==> config.mk <==
export PLATFORM = sky130hd
export DESIGN_NAME = vseq_timing_gen
export DESIGN_NICKNAME = d
export VERILOG_FILES = /design/src/rtl/vseq_pkg.sv /design/src/rtl/vseq_linecnt.sv /design/src/rtl/vseq_grp_engine.sv /design/src/rtl/vseq_win_gen.sv /design/src/rtl/vseq_timing_gen.sv
export SDC_FILE = /design/constraint.sdc
export NUM_CORES = 1
export LEC_CHECK = 0
export ABC_CLOCK_PERIOD_IN_PS = 11800
export BUFFER_PORTS_ARGS = -buffer_cell sky130_fd_sc_hd__buf_2
export CAP_MARGIN = 0
export CORE_ASPECT_RATIO = 0.8
export CORE_MARGIN = 3
export CORE_UTILIZATION = 55
export CTS_BUF_LIST = sky130_fd_sc_hd__clkbuf_4
export CTS_CLUSTER_DIAMETER = 50
export DETAILED_ROUTE_END_ITERATION = 8
export PLACE_DENSITY = 0.86
export SLEW_MARGIN = 20
export SYNTH_ARGS = -nofsm -noshare
export SYNTH_HDL_FRONTEND = slang
export SYNTH_SLANG_ARGS = --single-unit
export TNS_END_PERCENT = 10
==> constraint.sdc <==
create_clock -name clk -period 11.8 [get_ports clk]
set_input_delay 2.36 -clock clk [delete_from_list [all_inputs] [get_ports clk]]
set_output_delay 2.36 -clock clk [all_outputs]
set_load 0.01 [all_outputs]
==> src/rtl/vseq_pkg.sv <==
package vseq_pkg;
  localparam int GRP_W = 2;
  localparam int POS_W = 4;

  // Group length in pixels: 6 + 2g
  function automatic logic [POS_W-1:0] grp_len(input logic [GRP_W-1:0] g);
    return POS_W'(6 + 2 * int'(g));
  endfunction

  function automatic logic [POS_W-1:0] grp_t1(input logic [GRP_W-1:0] g, input int k);
    int s;
    s = ((k + int'(g)) % 3) + 1;
    return s[POS_W-1:0];
  endfunction

  function automatic logic [POS_W-1:0] grp_t2(input logic [GRP_W-1:0] g, input int k);
    return grp_t1(g, k) + POS_W'(2) + POS_W'(g);
  endfunction

  function automatic logic grp_pol(input logic [GRP_W-1:0] g, input int k);
    return (k % 2 == 1) ^ g[0];
  endfunction

  function automatic logic grp_lvl(input logic [GRP_W-1:0] g, input int k,
                                   input logic [POS_W-1:0] q);
    return grp_pol(g, k) ^ (q >= grp_t1(g, k)) ^ (q >= grp_t2(g, k));
  endfunction

  // Line-relative window: polarity flipped once per toggle pixel reached
  function automatic logic win_lvl(input logic pol, input int t1, input int t2, input int p);
    return pol ^ (p >= t1) ^ (p >= t2);
  endfunction
endpackage

==> src/rtl/vseq_linecnt.sv <==
module vseq_linecnt #(
  parameter int PIX_W  = 13,
  parameter int LINE_W = 8
) (
  input  logic              clk,
  input  logic              rst_n,
  input  logic              frame_start,
  input  logic [PIX_W-1:0]  line_len_m1,
  input  logic [PIX_W-1:0]  last_len_m1,
  input  logic [LINE_W-1:0] last_line,
  output logic [PIX_W-1:0]  pix,
  output logic              active,
  output logic              line_end,
  output logic              parity_odd,
  output logic              hd_n
);
  logic [LINE_W-1:0] line_q;
  logic              is_last;
  logic [PIX_W-1:0]  len_m1;

  assign is_last  = (line_q == last_line);
  assign len_m1   = is_last ? last_len_m1 : line_len_m1;
  assign line_end = active && (pix == len_m1);
  assign hd_n     = !(active && (pix == '0));

  always_ff @(posedge clk or negedge rst_n) begin
    if (!rst_n) begin
      pix        <= '0;
      line_q     <= '0;
      active     <= 1'b0;
      parity_odd <= 1'b1;
    end else if (frame_start) begin
      pix        <= '0;
      line_q     <= '0;
      active     <= 1'b1;
      parity_odd <= 1'b1;
    end else if (line_end) begin
      pix        <= '0;
      parity_odd <= ~parity_odd;
      if (is_last) active <= 1'b0;
      else         line_q <= line_q + LINE_W'(1);
    end else if (active) begin
      pix <= pix + PIX_W'(1);
    end
  end

  AST_PIX_IN_LINE: assert property (@(posedge clk) disable iff (!rst_n)
    active |-> (pix <= len_m1));
  AST_FIELD_END_AFTER_LAST: assert property (@(posedge clk) disable iff (!rst_n)
    $fell(active) |-> ($past(line_end) && $past(is_last)));
  AST_PARITY_FLIPS: assert property (@(posedge clk) disable iff (!rst_n)
    (line_end && !is_last && !frame_start) |=> (parity_odd != $past(parity_odd)));
endmodule

==> src/rtl/vseq_grp_engine.sv <==
module vseq_grp_engine import vseq_pkg::*; #(
  parameter int PIX_W  = 13,
  parameter int NUM_XV = 13,
  parameter int REP_W  = 4
) (
  input  logic              clk,
  input  logic              rst_n,
  input  logic              frame_start,
  input  logic              active,
  input  logic              line_end,
  input  logic              frozen,
  input  logic [PIX_W-1:0]  pix,
  input  logic [PIX_W-1:0]  start_pix,
  input  logic [GRP_W-1:0]  grp,
  input  logic [REP_W-1:0]  reps,
  output logic [NUM_XV-1:0] lvl
);
  logic             run_q;
  logic [POS_W-1:0] pos_q, cur_pos, glen;
  logic [REP_W-1:0] rep_q, cur_rep;
  logic             trig, cur_run, grp_done;

  assign glen     = grp_len(grp);
  assign trig     = active && !run_q && (pix == start_pix) && (reps != '0);
  assign cur_run  = run_q || trig;
  assign cur_pos  = run_q ? pos_q : '0;
  assign cur_rep  = run_q ? rep_q : '0;
  assign grp_done = (cur_pos + POS_W'(1)) == glen;

  always_ff @(posedge clk or negedge rst_n) begin
    if (!rst_n) begin
      run_q <= 1'b0;
      pos_q <= '0;
      rep_q <= '0;
    end else if (frame_start || line_end || !active) begin
      run_q <= 1'b0;
      pos_q <= '0;
      rep_q <= '0;
    end else if (frozen) begin
      if (trig) begin
        run_q <= 1'b1;
        pos_q <= '0;
        rep_q <= '0;
      end
    end else if (cur_run) begin
      if (grp_done) begin
        pos_q <= '0;
        rep_q <= cur_rep + REP_W'(1);
        run_q <= (cur_rep + REP_W'(1)) != reps;
      end else begin
        pos_q <= cur_pos + POS_W'(1);
        rep_q <= cur_rep;
        run_q <= 1'b1;
      end
    end
  end

  for (genvar k = 0; k < NUM_XV; k++) begin : g_out
    assign lvl[k] = cur_run ? grp_lvl(grp, k, cur_pos) : grp_pol(grp, k);
  end

  AST_POS_IN_GROUP: assert property (@(posedge clk) disable iff (!rst_n)
    cur_run |-> (cur_pos < glen));
  AST_FREEZE_STALLS: assert property (@(posedge clk) disable iff (!rst_n)
    (frozen && run_q && !line_end && !frame_start && active) |=> (run_q && pos_q == $past(pos_q)));
endmodule

==> src/rtl/vseq_win_gen.sv <==
module vseq_win_gen import vseq_pkg::*; #(
  parameter int PIX_W = 13
) (
  input  logic             active,
  input  logic             pol,
  input  logic [PIX_W-1:0] pix,
  input  logic [PIX_W-1:0] t1,
  input  logic [PIX_W-1:0] t2,
  output logic             lvl
);
  assign lvl = active ? win_lvl(pol, int'(t1), int'(t2), int'(pix)) : pol;
endmodule

==> src/rtl/vseq_timing_gen.sv <==
module vseq_timing_gen #(
  parameter int PIX_W  = 13,
  parameter int LINE_W = 8,
  parameter int NUM_XV = 13,
  parameter int REP_W  = 4
) (
  input  logic              clk,
  input  logic              rst_n,
  input  logic              frame_start,
  input  logic [PIX_W-1:0]  cfg_line_len_m1,
  input  logic [PIX_W-1:0]  cfg_last_len_m1,
  input  logic [LINE_W-1:0] cfg_last_line,
  input  logic [1:0]        cfg_grp_a,
  input  logic [1:0]        cfg_grp_b,
  input  logic [PIX_W-1:0]  cfg_start_a,
  input  logic [PIX_W-1:0]  cfg_start_b,
  input  logic [NUM_XV-1:0] cfg_use_b,
  input  logic [REP_W-1:0]  cfg_rep_odd,
  input  logic [REP_W-1:0]  cfg_rep_even,
  input  logic              cfg_clpob_pol,
  input  logic [PIX_W-1:0]  cfg_clpob_t1,
  input  logic [PIX_W-1:0]  cfg_clpob_t2,
  input  logic              cfg_pblk_pol,
  input  logic [PIX_W-1:0]  cfg_pblk_t1,
  input  logic [PIX_W-1:0]  cfg_pblk_t2,
  input  logic              cfg_hblk_pol,
  input  logic [PIX_W-1:0]  cfg_hblk_t1,
  input  logic [PIX_W-1:0]  cfg_hblk_t2,
  input  logic [1:0]        cfg_frz_en,
  input  logic [PIX_W-1:0]  cfg_frz1_at,
  input  logic [PIX_W-1:0]  cfg_res1_at,
  input  logic [PIX_W-1:0]  cfg_frz2_at,
  input  logic [PIX_W-1:0]  cfg_res2_at,
  output logic              hd_n,
  output logic [NUM_XV-1:0] xv,
  output logic              clpob,
  output logic              pblk,
  output logic              hblk
);
  localparam int NUM_CH  = 2;
  localparam int NUM_WIN = 3;

  typedef struct packed {
    logic [PIX_W-1:0]  line_m1, last_m1;
    logic [LINE_W-1:0] last_line;
    logic [1:0]        grp_a, grp_b;
    logic [PIX_W-1:0]  start_a, start_b;
    logic [NUM_XV-1:0] use_b;
    logic [REP_W-1:0]  rep_odd, rep_even;
    logic [NUM_WIN-1:0] wpol;
    logic [PIX_W-1:0]  c1, c2, p1, p2, h1, h2;
    logic [1:0]        frz_en;
    logic [PIX_W-1:0]  f1, r1, f2, r2;
  } cfg_t;

  cfg_t cfg_q;
  logic [PIX_W-1:0]  pix;
  logic              active, line_end, parity_odd, frz_now, frz_hit1, frz_hit2;
  logic [REP_W-1:0]  reps_cur;
  logic [NUM_XV-1:0] ch_lvl [NUM_CH];
  logic [1:0]        ch_grp [NUM_CH];
  logic [PIX_W-1:0]  ch_start [NUM_CH];
  logic [NUM_XV-1:0] xv_calc, xv_hold;
  logic [PIX_W-1:0]  win_t1 [NUM_WIN];
  logic [PIX_W-1:0]  win_t2 [NUM_WIN];
  logic [NUM_WIN-1:0] win_out;

  always_ff @(posedge clk or negedge rst_n) begin
    if (!rst_n) cfg_q <= '0;
    else if (frame_start)
      cfg_q <= '{cfg_line_len_m1, cfg_last_len_m1, cfg_last_line, cfg_grp_a, cfg_grp_b,
                 cfg_start_a, cfg_start_b, cfg_use_b, cfg_rep_odd, cfg_rep_even,
                 {cfg_hblk_pol, cfg_pblk_pol, cfg_clpob_pol},
                 cfg_clpob_t1, cfg_clpob_t2, cfg_pblk_t1, cfg_pblk_t2, cfg_hblk_t1, cfg_hblk_t2,
                 cfg_frz_en, cfg_frz1_at, cfg_res1_at, cfg_frz2_at, cfg_res2_at};
  end

  vseq_linecnt #(.PIX_W(PIX_W), .LINE_W(LINE_W)) u_line (
    .clk(clk), .rst_n(rst_n), .frame_start(frame_start),
    .line_len_m1(cfg_q.line_m1), .last_len_m1(cfg_q.last_m1), .last_line(cfg_q.last_line),
    .pix(pix), .active(active), .line_end(line_end), .parity_odd(parity_odd), .hd_n(hd_n));

  assign frz_hit1 = cfg_q.frz_en[0] && (pix >= cfg_q.f1) && (pix < cfg_q.r1);
  assign frz_hit2 = cfg_q.frz_en[1] && (pix >= cfg_q.f2) && (pix < cfg_q.r2);
  assign frz_now  = active && (frz_hit1 || frz_hit2);
  assign reps_cur = parity_odd ? cfg_q.rep_odd : cfg_q.rep_even;

  assign ch_grp[0]   = cfg_q.grp_a;
  assign ch_grp[1]   = cfg_q.grp_b;
  assign ch_start[0] = cfg_q.start_a;
  assign ch_start[1] = cfg_q.start_b;

  for (genvar c = 0; c < NUM_CH; c++) begin : g_ch
    vseq_grp_engine #(.PIX_W(PIX_W), .NUM_XV(NUM_XV), .REP_W(REP_W)) u_eng (
      .clk(clk), .rst_n(rst_n), .frame_start(frame_start), .active(active),
      .line_end(line_end), .frozen(frz_now), .pix(pix), .start_pix(ch_start[c]),
      .grp(ch_grp[c]), .reps(reps_cur), .lvl(ch_lvl[c]));
  end

  for (genvar k = 0; k < NUM_XV; k++) begin : g_map
    assign xv_calc[k] = cfg_q.use_b[k] ? ch_lvl[1][k] : ch_lvl[0][k];
  end

  assign xv = !active ? '0 : (frz_now ? xv_hold : xv_calc);

  always_ff @(posedge clk or negedge rst_n) begin
    if (!rst_n) xv_hold <= '0;
    else        xv_hold <= xv;
  end

  assign win_t1[0] = cfg_q.c1;  assign win_t2[0] = cfg_q.c2;
  assign win_t1[1] = cfg_q.p1;  assign win_t2[1] = cfg_q.p2;
  assign win_t1[2] = cfg_q.h1;  assign win_t2[2] = cfg_q.h2;

  for (genvar w = 0; w < NUM_WIN; w++) begin : g_win
    vseq_win_gen #(.PIX_W(PIX_W)) u_win (
      .active(active), .pol(cfg_q.wpol[w]), .pix(pix),
      .t1(win_t1[w]), .t2(win_t2[w]), .lvl(win_out[w]));
  end

  assign clpob = win_out[0];
  assign pblk  = win_out[1];
  assign hblk  = win_out[2];

  AST_XV_HELD_IN_FREEZE: assert property (@(posedge clk) disable iff (!rst_n)
    (frz_now && $past(active)) |-> (xv == $past(xv)));
  AST_HD_ONLY_WHEN_RUNNING: assert property (@(posedge clk) disable iff (!rst_n)
    !hd_n |-> (active && !frz_now || active));
  AST_IDLE_XV_LOW: assert property (@(posedge clk) disable iff (!rst_n)
    (!active && !$past(active)) |-> (xv == '0 && hd_n));
endmodule

==> flow_summary.yaml <==
synthesis:
  ys_top_cells_by_area: "dfrtp_1, ha_1, mux2_2, o21ai_0, nand2_1"
  yosysWarnings: 0
  synth_edf_count: 0
  syn_avg_cell_area_um2: 9.51
  syn_inst: 1971
  yosysUniqueCellTypes: 78
  ys_ff_latch: 274
  yosysTopAreaCellShare_pct: 36.4
  synth_common_cells: "dfrtp_1, ha_1, nand2_1"
  synth_ff_type: "dfrtp_1"
  synthArstFlopShare_pct: 100
  yosysTopAreaCell: "dfrtp_1"
  syn-cell-area_um2: 18700
  syn-num-nets: 2442
  synth.most_common_cell: "dfrtp_1"
  ys_seq_area_share_pct: 36.6
floorplanning:
  pin_count: 240
  core_area_um2: 33100
  start_util_pct: 56.7
  die_x_um: 212
  fp.dieArea_um2: 36300
  placementRows: 59
  die_y_um: 171
timing:
  rsz0062_at_grt: "false"
  fmax_mhz: 120
  worst_pin_slew_ps: 1020
  setup_violations: 0
  relSlewSlack_pct: 32.3
  finalCriticalPeriod_ps: 8330
  drv_slew: 0
  setup_ws_ps: 3470
  tns_ps: 0
  finalCritPeriodShare_pct: 70.6
  fin_skew_ps: 82.0
  hold_viol: 0
run:
  drv_cap: 0
worst_setup_path:
  worstSetupStartpointType: "register"
  timing.rr.start: "cfg_q[184]"
  r2r-end: "xv_hold[10]"
  crit_required_ps: 9440
  r2r_cells: 16
  worstSetupPathType: "reg2out"
  endpoint_kind: "output port"
  reg2reg_slack_ps: 6600
  critPathMaxFanout: 22
  crit_arrival_ps: 5970
placement:
  io_buffers: 239
  placed_area_um2: 20300
  globalplace.congestion: 0.918
  dp_slack_ps: 4290
  post-dp-hpwl_um: 36300
layout:
  fill_cells: 2635
  final_area_um2: 21300
  final_util_pct: 64.4
  fin_nets: 2693
  drive_gt1_share_pct: 21.7
  syn_to_final_growth_pct: 13.6
routing:
  drt_iter0_markers: 1296
  drcViolationCount: 0
  drtAntennaViolNets: 0
  wl_per_cell_um: 18.8
  vias: 15800
  wirelength_um: 51100
  dr.pass1.iters: 5
  viasPerCell: 5.84
grt:
  track_usage_pct: 27.9
  grt_overflow: 0
  grt_pass1_wl_um: 81300
  grt_max_degree: 235
  grt_pass1_vias: 16000
  grt_antenna_before_repair: 6
clock_tree:
  h-tree-depth: 3
  hold_buffers: 0
  cts_tree: "done"
  cts.sinks: 274
  clk_latency_ps: 750
  post_cts_resized: 0
  root_buffer: "clkbuf_4"
  cts_buffer_depth: 3
  cts_made_buffers: 75
  clk_pin_slew_worst_paths_ps: 60
  cts_setup_buffers: 0
power_and_ir_drop:
  p_per_area_nw_per_um2: 118
  p_total_mw: 2.51
  leakagePower_nw: 11.0
  peakVddDrop_v: 0.000117
status:
  outcome: "completed"
min_path:
  hp-class: "reg2reg"
  min_to: "cfg_q[26]"
  hold_path.startpoint: "cfg_q[26]"
  hold_depth: 1
==> report_power, final <==
part           internal, mW  switching, mW  total [mW]
Sequential             1.02         0.0466        1.06
Clock                 0.489          0.430       0.919
Combinational         0.230          0.298       0.528
Total                  1.74          0.775        2.51
==> how the worst max path moves through the flow <==
stage          startpoint     end  slack, ps  cells past startpoint
2_1_floorplan  cfg_q[182]   xv[4]       4870                     19
3_3_place_gp   cfg_q[184]  xv[10]       4500                     17
3_5_place_dp   cfg_q[184]  xv[10]       4290                     17
4_1_cts        cfg_q[184]  xv[10]       3500                     17
5_1_grt        cfg_q[184]  xv[10]       3000                     17
6_report       cfg_q[184]  xv[10]       3470                     17
==> metrics by stage <==
step | hold WS (ps) | std cells
floorplan | 462 | 1971
global placement | 488 | 2572
detailed placement | 494 | 2572
CTS | 507 | 2707
global route | 531 | 2712
finish | 509 | 2712
==> final cells by class <==
type | count | area, um2 | share of cell area, %
diodes | 5 | 12.5 | 0.0588
clock buffers | 115 | 863 | 4.06
clock inverters | 20 | 138 | 0.646
inverters | 180 | 676 | 3.17
multi-input cells | 1435 | 10800 | 51.0
flip-flops and latches | 274 | 6860 | 32.2
well taps | 427 | 534 | 2.51
repair buffers | 256 | 1360 | 6.39
==> cell families after synthesis <==
logic type	Yosys count	share of synthesized area (%)
muxes	104	6.17
and+or+nand+nor	472	12.5
buffers and inverters	262	5.53
AOI/OAI and AO/OA	472	15.9
adders and majority gates	250	16.9
xor gates and xnor gates	137	6.40
DFF	274	36.6
==> worst max-delay path, cell delays in order (launching register included) <==
cell and delay [ps]:
dfrtp_1 810, clkinv_1 540, ha_1 570, nor2b_1 660, xnor2_1 220, xnor2_1 170, ha_1 230, nor3_1 180
a21oi_1 70, ha_1 300, a21o_1 200, a31oi_1 250, nand3_1 120, a31oi_1 180, xnor2_1 100, a211oi_1 290
o22ai_1 160, buf_2 210
==> per-layer routing <==
| metal | wire [um] | track usage (%) |
|---|---|---|
| met1 | 22500 | 38.4 |
| met5 | 13 | 0 |
| met3 | 3690 | 6.09 |
| met2 | 22900 | 42.1 |
| met4 | 2050 | 13.2 |
==> sequential cells by signal, summed over array words and instances (netlist names) <==
name / flops
xv_hold: 13
g_ch.u_eng.rep_q: 8
u_line.parity_odd: 1
u_line.pix: 13
cfg_q: 220
u_line.line_q: 8
g_ch.u_eng.pos_q: 8
g_ch.u_eng.run_q: 2
u_line.active: 1
==> placed cells by master (no fill, tap or decap), types with 6 or more instances in the layout <==
master | synthesis | layout
a211o_1 | 7 | 7
a211oi_1 | 11 | 11
a21o_1 | 65 | 65
a21oi_1 | 81 | 81
a31oi_1 | 20 | 20
and2_1 | 17 | 17
and3_1 | 14 | 14
buf_2 | 16 | 237
buf_4 | 1 | 15
clkbuf_4 | 0 | 115
clkinv_1 | 2 | 14
dfrtp_1 | 273 | 273
ha_1 | 243 | 243
inv_1 | 178 | 178
mux2_2 | 92 | 92
mux2i_1 | 12 | 12
nand2_1 | 200 | 200
nand2b_1 | 25 | 25
nand3_1 | 42 | 42
nand4_1 | 19 | 19
nor2_1 | 47 | 47
nor2b_1 | 19 | 19
nor3_1 | 19 | 19
nor4_1 | 17 | 17
o211ai_1 | 8 | 8
o21a_1 | 19 | 19
o21ai_0 | 189 | 189
o22ai_1 | 9 | 9
o31ai_1 | 8 | 8
or3_1 | 16 | 16
or4_1 | 6 | 6
xnor2_1 | 63 | 63
xor2_1 | 74 | 74
Note: power is estimated with default switching activity, not from simulation.
